--- src/rtl/spi_tgt_pkg.sv ---
package spi_tgt_pkg;
  typedef enum logic [1:0] {
    ENG_IDLE = 2'd0,
    ENG_XFER = 2'd1,
    ENG_HOLD = 2'd2
  } eng_state_e;
endpackage

--- src/rtl/spi_tgt_sync.sv ---
module spi_tgt_sync #(
  parameter int               WIDTH   = 3,
  parameter int               STAGES  = 2,
  parameter logic [WIDTH-1:0] RST_VAL = '0
) (
  input  logic             clk,
  input  logic             rst_n,
  input  logic [WIDTH-1:0] d,
  output logic [WIDTH-1:0] q
);
  logic [STAGES-1:0][WIDTH-1:0] pipe;

  always_ff @(posedge clk or negedge rst_n) begin
    if (!rst_n) pipe[0] <= RST_VAL;
    else        pipe[0] <= d;
  end

  for (genvar s = 1; s < STAGES; s++) begin : g_stage
    always_ff @(posedge clk or negedge rst_n) begin
      if (!rst_n) pipe[s] <= RST_VAL;
      else        pipe[s] <= pipe[s-1];
    end
  end

  assign q = pipe[STAGES-1];
endmodule

--- src/rtl/spi_tgt_engine.sv ---
module spi_tgt_engine
  import spi_tgt_pkg::*;
#(
  parameter int                DATA_W    = 8,
  parameter logic [DATA_W-1:0] IDLE_FILL = '0
) (
  input  logic              clk,
  input  logic              rst_n,
  input  logic              cfg_cpol,
  input  logic              cfg_cpha,
  input  logic              sck_s,
  input  logic              mosi_s,
  input  logic              ss_s,
  input  logic              tx_full,
  input  logic [DATA_W-1:0] tx_data,
  output logic              tx_take,
  output logic              done,
  output logic [DATA_W-1:0] rx_byte,
  output logic              miso_bit
);
  localparam int CNT_W = (DATA_W > 2) ? $clog2(DATA_W) : 1;
  localparam logic [CNT_W-1:0] LAST_BIT = CNT_W'(DATA_W - 1);

  eng_state_e        st;
  logic [CNT_W-1:0]  cnt;
  logic [DATA_W-1:0] tx_sr;
  logic [DATA_W-1:0] rx_sr;
  logic              armed;
  logic              sck_q;
  logic              rise, fall, lead, trail, cap, shf, last;

  assign rise  = ~sck_q & sck_s;
  assign fall  = sck_q & ~sck_s;
  assign lead  = cfg_cpol ? fall : rise;
  assign trail = cfg_cpol ? rise : fall;
  assign cap   = cfg_cpha ? trail : lead;
  assign shf   = cfg_cpha ? lead : trail;
  assign last  = (cnt == LAST_BIT);

  assign tx_take  = (st == ENG_IDLE) && !armed && tx_full;
  assign done     = (st == ENG_XFER) && !ss_s && cap && last;
  assign rx_byte  = {rx_sr[DATA_W-2:0], mosi_s};
  assign miso_bit = tx_sr[DATA_W-1];

  always_ff @(posedge clk or negedge rst_n) begin
    if (!rst_n) begin
      st    <= ENG_IDLE;
      cnt   <= '0;
      tx_sr <= IDLE_FILL;
      rx_sr <= '0;
      armed <= 1'b0;
      sck_q <= 1'b0;
    end else begin
      sck_q <= sck_s;
      // refill the shifter between bytes
      if (st == ENG_IDLE && !armed) begin
        tx_sr <= tx_full ? tx_data : IDLE_FILL;
        armed <= tx_full;
      end
      if (ss_s) begin
        st  <= ENG_IDLE;
        cnt <= '0;
      end else begin
        unique case (st)
          ENG_IDLE: begin
            if (!cfg_cpha || lead) begin
              st    <= ENG_XFER;
              armed <= 1'b0;
            end
          end
          ENG_XFER: begin
            if (cap) begin
              rx_sr <= rx_byte;
              if (last) begin
                cnt <= '0;
                st  <= cfg_cpha ? ENG_IDLE : ENG_HOLD;
              end else begin
                cnt <= cnt + 1'b1;
              end
            end else if (shf) begin
              tx_sr <= {tx_sr[DATA_W-2:0], 1'b0};
            end
          end
          default: ;
        endcase
      end
    end
  end
endmodule

--- src/rtl/spi_tgt_rxq.sv ---
module spi_tgt_rxq #(
  parameter int DATA_W = 8
) (
  input  logic              clk,
  input  logic              rst_n,
  input  logic              done,
  input  logic [DATA_W-1:0] byte_in,
  output logic              rx_valid,
  input  logic              rx_ready,
  output logic [DATA_W-1:0] rx_data,
  output logic              rx_overrun
);
  logic blocked;
  assign blocked = rx_valid && !rx_ready;

  always_ff @(posedge clk or negedge rst_n) begin
    if (!rst_n) begin
      rx_valid   <= 1'b0;
      rx_data    <= '0;
      rx_overrun <= 1'b0;
    end else begin
      rx_overrun <= done && blocked;
      if (done && !blocked) begin
        rx_data  <= byte_in;
        rx_valid <= 1'b1;
      end else if (rx_ready) begin
        rx_valid <= 1'b0;
      end
    end
  end
endmodule

--- src/rtl/spi_byte_target.sv ---
module spi_byte_target #(
  parameter int                DATA_W      = 8,
  parameter int                SYNC_STAGES = 2,
  parameter logic [DATA_W-1:0] IDLE_FILL   = '0
) (
  input  logic              clk,
  input  logic              rst_n,
  input  logic              cfg_cpol,
  input  logic              cfg_cpha,
  input  logic              sck,
  input  logic              ss_n,
  input  logic              mosi,
  output logic              miso,
  output logic              miso_oe,
  input  logic              tx_valid,
  output logic              tx_ready,
  input  logic [DATA_W-1:0] tx_data,
  output logic              rx_valid,
  input  logic              rx_ready,
  output logic [DATA_W-1:0] rx_data,
  output logic              rx_overrun
);
  logic [2:0]        pins_s;
  logic              sck_s, mosi_s, ss_s;
  logic              tx_full, tx_take, done;
  logic [DATA_W-1:0] tx_hold, rx_byte;

  spi_tgt_sync #(.WIDTH(3), .STAGES(SYNC_STAGES), .RST_VAL(3'b100)) u_sync (
    .clk(clk), .rst_n(rst_n), .d({ss_n, mosi, sck}), .q(pins_s)
  );
  assign sck_s  = pins_s[0];
  assign mosi_s = pins_s[1];
  assign ss_s   = pins_s[2];

  assign tx_ready = !tx_full;
  always_ff @(posedge clk or negedge rst_n) begin
    if (!rst_n) begin
      tx_full <= 1'b0;
      tx_hold <= '0;
    end else if (tx_valid && tx_ready) begin
      tx_full <= 1'b1;
      tx_hold <= tx_data;
    end else if (tx_take) begin
      tx_full <= 1'b0;
    end
  end

  spi_tgt_engine #(.DATA_W(DATA_W), .IDLE_FILL(IDLE_FILL)) u_eng (
    .clk(clk), .rst_n(rst_n), .cfg_cpol(cfg_cpol), .cfg_cpha(cfg_cpha),
    .sck_s(sck_s), .mosi_s(mosi_s), .ss_s(ss_s),
    .tx_full(tx_full), .tx_data(tx_hold), .tx_take(tx_take),
    .done(done), .rx_byte(rx_byte), .miso_bit(miso)
  );

  assign miso_oe = !ss_n;

  spi_tgt_rxq #(.DATA_W(DATA_W)) u_rxq (
    .clk(clk), .rst_n(rst_n), .done(done), .byte_in(rx_byte),
    .rx_valid(rx_valid), .rx_ready(rx_ready), .rx_data(rx_data),
    .rx_overrun(rx_overrun)
  );
endmodule

--- config.mk ---
export PLATFORM = sky130hd
export DESIGN_NAME = spi_byte_target
export DESIGN_NICKNAME = d
export VERILOG_FILES = /design/src/rtl/spi_tgt_pkg.sv /design/src/rtl/spi_tgt_sync.sv /design/src/rtl/spi_tgt_engine.sv /design/src/rtl/spi_tgt_rxq.sv /design/src/rtl/spi_byte_target.sv
export SDC_FILE = /design/constraint.sdc
export NUM_CORES = 1
export LEC_CHECK = 0
export ABC_CLOCK_PERIOD_IN_PS = 1900
export BUFFER_PORTS_ARGS = -buffer_cell sky130_fd_sc_hd__buf_2
export CORE_MARGIN = 4
export CORE_UTILIZATION = 50
export DETAILED_ROUTE_END_ITERATION = 12
export GPL_ROUTABILITY_DRIVEN = 0
export PLACE_DENSITY = 0.72
export SYNTH_ARGS = -nofsm -noshare
export SYNTH_HDL_FRONTEND = slang
export SYNTH_SLANG_ARGS = --single-unit
--- constraint.sdc ---
create_clock -name clk -period 1.9 [get_ports clk]
set_input_delay 0.57 -clock clk [delete_from_list [all_inputs] [get_ports clk]]
set_output_delay 0.57 -clock clk [all_outputs]
set_load 0.01 [all_outputs]
After elaboration in Yosys (flattened, before gate mapping)
Index checks and enable logic that the tools add are counted.
- bitwise gates (word level): 5
- add/sub/neg operators: 1
- multiplexer cells: 28
- equality and inequality tests: 5
- reductions and logical operators: 26
- operators with widths (kind ; count):
    2-to-1 mux 8 bit ; 6
    2-to-1 mux 1 bit ; 12
    2-to-1 mux 3 bit ; 4
    2-to-1 mux 2 bit ; 5
    logical AND 1 bit ; 9
    nonzero test 2 bit ; 4
    zero test 1 bit ; 7
    inequality test 3 x 2 -> 1 bit (second input constant) ; 2
    case mux 2 bit (2 select lines) ; 1
    AND reduction 4 bit ; 1
    adder 3 x 1 -> 3 bit (second input constant) ; 1
    equality test 3 bit (second input constant) ; 1
    inequality test 3 bit (second input constant) ; 1
    NOT 1 bit ; 3
    AND reduction 3 bit ; 1
    nonzero test 3 bit ; 1
    AND 1 bit ; 2
    equality test 2 x 1 -> 1 bit (second input constant) ; 1
    zero test 2 bit ; 1
    AND reduction 2 bit ; 1
    logical OR 1 bit ; 1
- word-level logic and storage cells: 78
- register bits: 47
- output and inout bits: 13
- input port bits: 17

Depth between registers and ports, before layout
Gate-level depths: netlist (run 1).
- depth after elaboration: 8
- gate-level depth with buffers: 5
- gate-level depth less buffers: 5

Cells and area by module
Synthesis (run 1) repeated with hierarchy kept, for this count alone.
- cells, all modules: 156
- area, all modules: 2095.8 um2
- by module, submodules not included (module ; times used ; area each (um2) ; cells each ; seq. area each (um2)):
    spi_tgt_engine ; 1 ; 1136.1 ; 102 ; 550.5
    spi_tgt_rxq ; 1 ; 406.6 ; 23 ; 250.2
    spi_byte_target ; 1 ; 377.9 ; 22 ; 225.2
    spi_tgt_sync ; 1 ; 175.2 ; 9 ; 152.6

Least setup slack after synthesis (run 1)
No wires, ideal clock.
- path kind: input port to flip-flop
- start: input port cfg_cpol
- end: register u_rxq.rx_data[0]
- cell stages on the path: 4
- library setup time: 0.125 ns
- required time: 1.775 ns
- path buffers: 0
- data arrival time: 1.795 ns
- setup slack: -0.019 ns
- cells stage by stage: xnor2_1 mux2_4 nor2_4 mux2_2
- cells in the longest elaborated chain, start to end: 5
- elaborated cells between the ends (all ways): 6
- classes of those cells: mux (3); reduce/logical (3)
- RTL lines (what ; line ; source):
    start: declaration ; spi_byte_target.sv:8 ; input logic cfg_cpol,
    2-to-1 mux 1 bit, on equally long branches ; spi_tgt_engine.sv:34, spi_tgt_engine.sv:35 ;
    2-to-1 mux 1 bit * ; spi_tgt_engine.sv:36 ; assign cap = cfg_cpha ? trail : lead;
    logical AND 1 bit * (2 in series) ; spi_tgt_engine.sv:41 ; assign done = (st == ENG_XFER) && !ss_s && cap && last;
    logical AND 1 bit * ; spi_tgt_rxq.sv:23 ; if (done && !blocked) begin
    end signal: assignment ; spi_tgt_rxq.sv:24 ; rx_data <= byte_in;
    end: declaration ; spi_tgt_rxq.sv:10 ; output logic [DATA_W-1:0] rx_data,
Mark *: on every way between the ends. The rest lies on a longest branch, timed or not.
A chain may end at the register's enable or synchronous reset.

Final worst setup path (run 1)
- start: input port cfg_cpol
- end: register u_eng.tx_sr[4]
- cells in the longest elaborated chain, start to end: 6
- elaborated cells between the ends (all ways): 8
- classes of those cells: mux (8)
- RTL lines (what ; line ; source):
    2-to-1 mux 1 bit, on equally long branches ; spi_tgt_engine.sv:35, spi_tgt_engine.sv:34 ;
    2-to-1 mux 1 bit ; spi_tgt_engine.sv:37 ; assign shf = cfg_cpha ? lead : trail;
    2-to-1 mux 8 bit ; spi_tgt_engine.sv:80 ; end else if (shf) begin
    2-to-1 mux 8 bit * ; spi_tgt_engine.sv:72 ; if (cap) begin
    2-to-1 mux 8 bit * ; spi_tgt_engine.sv:64 ; unique case (st)
    2-to-1 mux 8 bit * ; spi_tgt_engine.sv:60 ; if (ss_s) begin
    end signal: assignment ; spi_tgt_engine.sv:57 ; tx_sr <= tx_full ? tx_data : IDLE_FILL;
    end signal: assignment ; spi_tgt_engine.sv:81 ; tx_sr <= {tx_sr[DATA_W-2:0], 1'b0};
    end: declaration ; spi_tgt_engine.sv:26 ; logic [DATA_W-1:0] tx_sr;
Marked as above.

==> results of run 1 <==
logic make-up (layout without fill, tap and decap cells):
| kind of cell | Yosys count | after routing | share of synthesized area [%] |
|---|---|---|---|
| AO/OA/AOI/OAI | 13 | 13 | 3.96 |
| XOR/XNOR | 1 | 1 | 0.455 |
| adder cells (fa/ha/maj) | 2 | 2 | 1.30 |
| buffers and inverters | 6 | 49 | 1.17 |
| flip-flops | 47 | 47 | 61.2 |
| multiplexers | 33 | 33 | 19.4 |
| AND/OR/NAND/NOR | 48 | 48 | 12.6 |
synthesized netlist by cell type, types with 2 or more instances:
library cell | number | area [um^2]
nor2_1 | 4 | 15.0
nor2b_1 | 2 | 12.5
clkbuf_1 | 3 | 11.3
mux2_2 | 30 | 338
nand3_1 | 12 | 60.1
nand2_1 | 19 | 71.3
ha_1 | 2 | 25.0
a21oi_1 | 5 | 25.0
inv_1 | 3 | 11.3
mux2i_1 | 2 | 20.0
dfrtp_1 | 45 | 1130
o21ai_0 | 4 | 20.0
nand2b_1 | 3 | 18.8
dfstp_2 | 2 | 52.6
per-layer routing:
metal	up-vias	track usage [%]
li1	605	-
met1	620	20.1
met2	29	25.5
met3	6	5.18
met4	0	5.74
met5	-	0
cells in the final DEF (no fill, tap or decap), types with 3 or more instances in the layout:
| cell | instances |
|---|---|
| dfrtp_1 | 45 |
| nor2_1 | 4 |
| inv_1 | 3 |
| nand3_1 | 12 |
| o21ai_0 | 4 |
| a21oi_1 | 5 |
| mux2_2 | 30 |
| nand2b_1 | 3 |
| clkbuf_8 | 6 |
| buf_2 | 29 |
| buf_4 | 8 |
| nand2_1 | 19 |
critical path, stage by stage:
cell and delay (ps):
buf_2 120, xnor2_2 190, buf_4 150, mux2i_1 250, nand2_1 250, mux2_2 340
layout make-up:
| type | instances | share of cell area, % |
|---|---|---|
| Clock buffer | 6 | 3.55 |
| Clock inverter | 2 | 1.51 |
| Inverter | 3 | 0.484 |
| Multi-Input combinational cell | 97 | 31.5 |
| Sequential cell | 47 | 50.7 |
| Tap cell | 48 | 2.58 |
| Timing Repair Buffer | 38 | 9.68 |
metrics by stage:
stage | total power, mW | hold slack [ps] | instance area (um^2) | TNS (ps)
final | 2.61 | 232 | 2330 | 0
after CTS | 2.64 | 240 | 2330 | 0
after detailed placement | 1.90 | 340 | 2210 | -1450
after global routing | 2.78 | 243 | 2330 | 0
after global placement | 1.86 | 340 | 2210 | -661
after floorplan | 1.71 | 274 | 1930 | 0
registers in the layout (all words and copies together), names as in the netlist, 2 cells and up:
| register | flops |
|---|---|
| tx_hold | 8 |
| u_eng.tx_sr | 8 |
| u_rxq.rx_data | 8 |
| u_eng.rx_sr | 7 |
| u_eng.cnt | 3 |
| u_sync.pipe | 3 |
| u_sync.q | 3 |
| u_eng.st | 2 |
where the power goes:
part           switching, mW  leakage, nW  total, mW  internal, mW
clock network          0.309       0.0612      0.734         0.425
logic                  0.220        0.521      0.510         0.290
registers              0.152        0.603       1.36          1.21
total                  0.680         1.18       2.61          1.93
worst max path at each step:
stage | startpoint | end | slack (ps) | depth (start not counted)
finish | cfg_cpol | u_eng.tx_sr[4] | 200 | 6
global route | cfg_cpol | u_eng.tx_sr[4] | 130 | 6
CTS | cfg_cpol | u_eng.tx_sr[4] | 200 | 6
detailed placement | cfg_cpol | u_eng.tx_sr[4] | -90 | 6
global placement | cfg_cpol | u_rxq.rx_data[0] | -70 | 5
floorplan | cfg_cpol | u_rxq.rx_data[0] | 80 | 4
==> out/metrics.yaml, run 1 <==
timing:
  finalClockSkew_ps: 3.82
  rsz0062_at_grt: "no"
  fmax_ghz: 0.590
  setup_violations: 0
  drv_slew: 0
  period_minus_slack_ps: 1700
  fin_crit_sh_pct: 89.2
  setup_slack_ps: 205
  worst_pin_slew_ps: 491
  relSlewSlack_pct: 67.3
  hold_viol: 0
clock_tree:
  cts_tree: "done"
  postCtsSetupBuffers: 0
  clk_path_buf_depth: 2
  cts.clk_slew.worst_paths_ps: 80
  clkLatencyLatePin_ps: 290
  hold_buffers: 0
  cts_resized: 0
  cts-root-buf: "clkbuf_8"
  h-tree-depth: 2
  clkSinkCount: 47
  tritoncts.num_buffers: 5
synth:
  postSynthAreaPerCell_um2: 12.8
  synthFlopType: "dfrtp_1"
  syn_area_mm2: 0.00193
  yosys_warnings: 0
  ys_ff_latch: 47
  synth_cell_types: 28
  synth.yosys.seq_area_share_pct: 61.2
  postSynthCellCount: 150
  async_reset_ff_share_pct: 100
  syn-num-nets: 169
  synth_edf_count: 0
floorplan:
  die_h_um: 70.1
  rows: 22
  pin_count: 30
  core_mm2: 0.00369
  die_w_um: 70.1
  die_area_mm2: 0.00491
  start_util_pct: 52.2
placed_design:
  dp_hpwl_mm: 2.58
  dp.cells: 233
  port_buffers: 29
  preCtsSetupSlack_ps: -92.5
power_and_ir_drop:
  vdd_ir_drop_max_mv: 0.583
  power_density_mw_per_mm2: 1120
  leakagePower_nw: 1.18
final_layout:
  regArea_mm2: 0.00118
  multi_input_area_um2: 733
  diodes: 0
  fill_cells: 291
  final_core_util_pct: 63.1
  drive_gt1_share_pct: 43.5
  fin_cells: 241
  area.growth.synth_to_final_pct: 20.7
  final_nets: 211
global_route:
  grt_start_max_net_pins: 28
  grt_pass1_vias: 1375
  antenna_found_initial: 0
  grt_pass1_wl_mm: 6.23
  grt_overflow_total: 0
  grt_usage_pct: 15.9
worst_setup_path:
  start_kind: "primary input"
  r2r_setup_slack_ps: 240
  path_class: "in -> reg"
  worstPathArrival_ps: 1870
  r2r-start: "u_sync.q[0]"
  reg2reg_to: "u_rxq.rx_data[0]"
  cp-end-kind: "flip-flop"
  r2r_cells: 4
  worstPathMaxFanout: 7
  required_ps: 2080
route:
  drtIter0Drc: 82
  dr_total_vias: 1260
  routedWlPerCell_um: 14.2
  vias_per_cell: 5.23
  highest_layer: "met4"
  drt_first_pass_iters: 4
  wl_met3_um: 138
  drc: 0
  wl_met1_mm: 1.45
  wl_met2_mm: 1.78
  wl_mm: 3.41
  ant_nets: 0
hold_path:
  hold_class: "in -> async"
run_status:
  status: "finished, final reports clean"
flow_run:
  cap_viol_max_count: 0
(Power assumes the default switching activity.)
==> run 2, diff against run 1 <==
Settings changed: CORE_MARGIN 4 to 2.
==> run 2 against run 1 <==
Net effect:
- cell area shrank 1.4%
- register-to-register slack lost 30 ps
- wire length grew 4.1%
- total power shrank 5.5%
- non-clock buffer count is the same
- via count grew 2.5%
- clock skew grew 2.0 ps
- critical path depth shrank 1
==> out/metrics.yaml, run 2 (same netlist as run 1, synthesis figures left out) <==
flow_run:
  cap_viol_max_count: 0
floorplan:
  die_area_mm2: 0.00437
  pin_count: 30
  die_h_um: 66.1
  die_w_um: 66.1
  rows: 22
  core_mm2: 0.00369
  start_util_pct: 52.2
worst_setup_path:
  required_ps: 2090
  worstPathArrival_ps: 1890
  start_kind: "primary input"
  cp-end-kind: "flip-flop"
  worstPathMaxFanout: 8
  path_class: "in -> reg"
final_layout:
  final_nets: 211
  regArea_mm2: 0.00118
  fill_cells: 302
  diodes: 0
  area.growth.synth_to_final_pct: 19.0
  drive_gt1_share_pct: 43.0
  reg.largest.list: "tx_hold x8, u_eng.tx_sr x8, u_rxq.rx_data x8"
  fin_cells: 241
  final_common_cell: "dfrtp_1"
  multi_input_area_um2: 733
  final_cell_mix: "45 x dfrtp_1, 30 x mux2_2, 29 x buf_2, 19 x nand2_1, 12 x nand3_1"
power_and_ir_drop:
  power_switching_uw: 704
  pwr-share-comb_pct: 21.1
  power_density_mw_per_mm2: 1070
  p_seq_share_pct: 55.5
  finalPower_mw: 2.46
  p_int_mw: 1.76
  netSwitchingFraction_pct: 28.6
  vdd_ir_drop_max_mv: 0.667
  p_clk_share_pct: 23.4
  leakagePower_nw: 1.16
global_route:
  grt_overflow_total: 0
  grt_start_max_net_pins: 25
  grt_usage_pct: 19.4
  antenna_found_initial: 0
  grt_pass1_wl_mm: 6.31
  grt_pass1_vias: 1372
clock_tree:
  clk_path_buf_depth: 2
  hold_buffers: 0
  clkSinkCount: 47
  cts.clk_slew.worst_paths_ps: 80
  cts-root-buf: "clkbuf_8"
  clkLatencyLatePin_ps: 300
  cts_tree: "done"
  cts_resized: 0
  h-tree-depth: 2
  tritoncts.num_buffers: 5
  postCtsSetupBuffers: 0
route:
  wl_met3_um: 121
  wl_met1_mm: 1.44
  drc: 0
  drt_first_pass_iters: 4
  wl_mm: 3.55
  dr_total_vias: 1292
  highest_layer: "met4"
  ant_nets: 0
  routedWlPerCell_um: 14.7
  vias_per_cell: 5.36
  wl_met2_mm: 1.95
  drtIter0Drc: 71
timing:
  worst_pin_slew_ps: 527
  relSlewSlack_pct: 64.9
  setup_violations: 0
  hold_viol: 0
  finalClockSkew_ps: 5.79
  rsz0062_at_grt: "no"
  fin_crit_sh_pct: 89.7
  fmax_ghz: 0.587
  period_minus_slack_ps: 1700
  drv_slew: 0
placed_design:
  port_buffers: 29
  dp.cells: 233
  dp_hpwl_mm: 2.69
run_status:
  status: "finished, final reports clean"
hold_path:
  hold_class: "in -> async"
run 2: changes by cell type in the layout (fill, tap and decap cells not counted):
cell,previous run,this run
bufinv_16,1,0
clkinvlp_4,0,1
clkbuf_1,0,1
clkbuf_8,6,5
run 2: stage by stage:
stage	setup slack (ps)	TNS [ps]	util [%]	hold slack [ps]	cell area, um^2
2_1_floorplan	80.4	0	-	274	1930
6_report	196	0	62.2	237	2290
4_1_cts	195	0	62.2	246	2290
5_1_grt	141	0	62.2	262	2290
3_5_place_dp	-126	-1990	59.9	344	2210
3_3_place_gp	-77.9	-757	59.9	344	2210
run 2: critical path, stage by stage:
cell and delay, ps:
buf_2 120, xnor2_2 210, mux2_4 360, nor2_4 250, mux2_2 380
run 2: final timing paths:
| path | to | cells after the start | slack [ps] | start |
|---|---|---|---|---|
| hold / removal | u_rxq.rx_data[7] | 1 | 240 | rst_n |
| hold reg to reg | u_sync.q[1] | 0 | 360 | u_sync.pipe[1] |
| min in group clk | u_sync.q[1] | 0 | 360 | u_sync.pipe[1] |
| max in group asynchronous | tx_hold[7] | 2 | 1160 | rst_n |
| setup / recovery | u_rxq.rx_data[4] | 5 | 200 | cfg_cpol |
| setup reg to reg | u_eng.cnt[0] | 4 | 210 | u_eng.cnt[0] |
run 2: cell type report:
type	instances	area share, %
clock inverter	2	0.546
timing repair buffer	38	9.82
tap	48	2.62
multi-input combinational	97	32.0
sequential	47	51.4
clock buffer	6	3.16
inverter	3	0.491
run 2: layer usage:
layer	global-route usage, %	up-vias
li1	-	605
met1	23.9	656
met2	33.4	24
met3	4.09	7
met4	7.65	0
met5	0	-
run 2: power by group through the flow:
stage	Sequential, mW	Combinational (mW)	Clock (mW)
floorplan	1.32	0.393	0
global placement	1.37	0.498	0
detailed placement	1.39	0.526	0
CTS	1.37	0.530	0.597
global route	1.40	0.587	0.652
finish	1.37	0.520	0.577
==> run 3, diff against run 2 <==
Settings changed: MAX_ROUTING_LAYER set to met4.
==> run 3 against run 2 <==
Net effect:
- combinational power barely moved
- die area stayed put
- clock power hardly changed
- critical path depth unchanged
- sequential power is essentially flat
- cell area unchanged
- total power barely moved
- worst setup slack better by 1.3 ps
- via count up 0.39%
- first-iteration DRC count decreased by 9.9%
- count of clock-buffer cells in the layout unchanged
- clock skew about the same
- critical path type unchanged
- critical endpoint unchanged
- highest routed layer unchanged
==> out/metrics.yaml, run 3 (same netlist as run 1, synthesis figures left out) <==
worst_setup_path:
  worstPathArrival_ps: 1890
  required_ps: 2090
  cp-startpoint: "cfg_cpol"
  cp-end-kind: "flip-flop"
  worstPathMaxFanout: 8
  path_class: "in -> reg"
  start_kind: "primary input"
  r2r-start: "u_eng.cnt[0]"
clock_tree:
  clkSinkCount: 47
  postCtsSetupBuffers: 0
  hold_buffers: 0
  cts.clk_slew.worst_paths_ps: 80
  cts-root-buf: "clkbuf_8"
  cts_tree: "done"
  tritoncts.num_buffers: 5
  h-tree-depth: 2
  cts_resized: 0
  clkLatencyLatePin_ps: 300
  clk_path_buf_depth: 2
placed_design:
  port_buffers: 29
  preCtsSetupSlack_ps: -126
  dp.cells: 233
  dp_hpwl_mm: 2.69
  place_area_mm2: 0.00221
route:
  drtIter0Drc: 64
  drc: 0
  vias_per_cell: 5.38
  dr_total_vias: 1297
  wl_mm: 3.56
  ant_nets: 0
  routedWlPerCell_um: 14.8
  drt_first_pass_iters: 4
global_route:
  grt_usage_pct: 20.0
  grt_pass1_vias: 1366
  antenna_found_initial: 0
  grt_start_max_net_pins: 25
  grt_pass1_wl_mm: 6.31
  grt_overflow_total: 0
timing:
  setup_slack_ps: 197
  rsz0062_at_grt: "no"
  finalClockSkew_ps: 5.88
  fmax_ghz: 0.587
  relSlewSlack_pct: 64.9
  worst_pin_slew_ps: 527
  fin_crit_sh_pct: 89.6
  setup_violations: 0
  period_minus_slack_ps: 1700
  hold_viol: 0
  drv_slew: 0
flow_run:
  cap_viol_max_count: 0
floorplan:
  die_h_um: 66.1
  start_util_pct: 52.2
  die_area_mm2: 0.00437
  rows: 22
  pin_count: 30
  die_w_um: 66.1
  core_mm2: 0.00369
final_layout:
  final_nets: 211
  diodes: 0
  fin_cells: 241
  drive_gt1_share_pct: 43.0
  final_cell_mix: "45 x dfrtp_1, 30 x mux2_2, 29 x buf_2, 19 x nand2_1, 12 x nand3_1"
  final_common_cell: "dfrtp_1"
  finalInstanceArea_mm2: 0.00229
  final_core_util_pct: 62.2
  area.growth.synth_to_final_pct: 19.0
  reg.largest.list: "tx_hold x8, u_eng.tx_sr x8, u_rxq.rx_data x8"
power_and_ir_drop:
  leakagePower_nw: 1.16
  vdd_ir_drop_max_mv: 0.667
  finalPower_mw: 2.46
  power_density_mw_per_mm2: 1070
run_status:
  status: "finished, final reports clean"
hold_path:
  hold_class: "in -> async"
[run 3: cell counts in the layout (fill, tap and decap cells not counted)]
Identical to the previous run, type by type.
[run 3: final cells by class]
class                   count  area (um^2)
fillers                   302         1400
well taps                  48         60.1
clock buffers               6         72.6
inverters                   3         11.3
flip-flops and latches     47         1180
multi-input cells          97          733
clock inverters             2         12.5
repair buffers             38          225
[run 3: stage by stage]
stage	hold slack (ps)	TNS, ps
floorplan	274	0
global placement	344	-757
detailed placement	344	-1990
CTS	246	0
global route	258	0
finish	239	0
[run 3: worst paths after layout]
kind,cells after the start,slack [ps],end
min in group clk,0,360,u_sync.q[2]
min reg2reg,0,360,u_sync.q[2]
min,1,240,u_rxq.rx_data[7]
max,5,200,u_rxq.rx_data[4]
max in group asynchronous,2,1160,tx_hold[7]
max reg2reg,4,210,u_eng.cnt[0]
[run 3: power by group]
part           internal, mW  switching, mW  leakage (nW)
combinational         0.290          0.230         0.521
clock                 0.257          0.320        0.0412
sequential             1.21          0.155         0.603
total                  1.76          0.705          1.16
[run 3: worst max-delay path: stages]
cell and delay (ps):
buf_2 120, xnor2_2 210, mux2_4 360, nor2_4 250, mux2_2 370
[run 3: routing by layer]
metal  part of all wire (%)  up-vias  global-route usage (%)
met5                      0        -                       -
met4                   0.82        0                    5.36
met3                    3.7        3                    6.13
met2                     55       26                    33.4
met1                     41      662                    23.8
li1                       -      606                       -
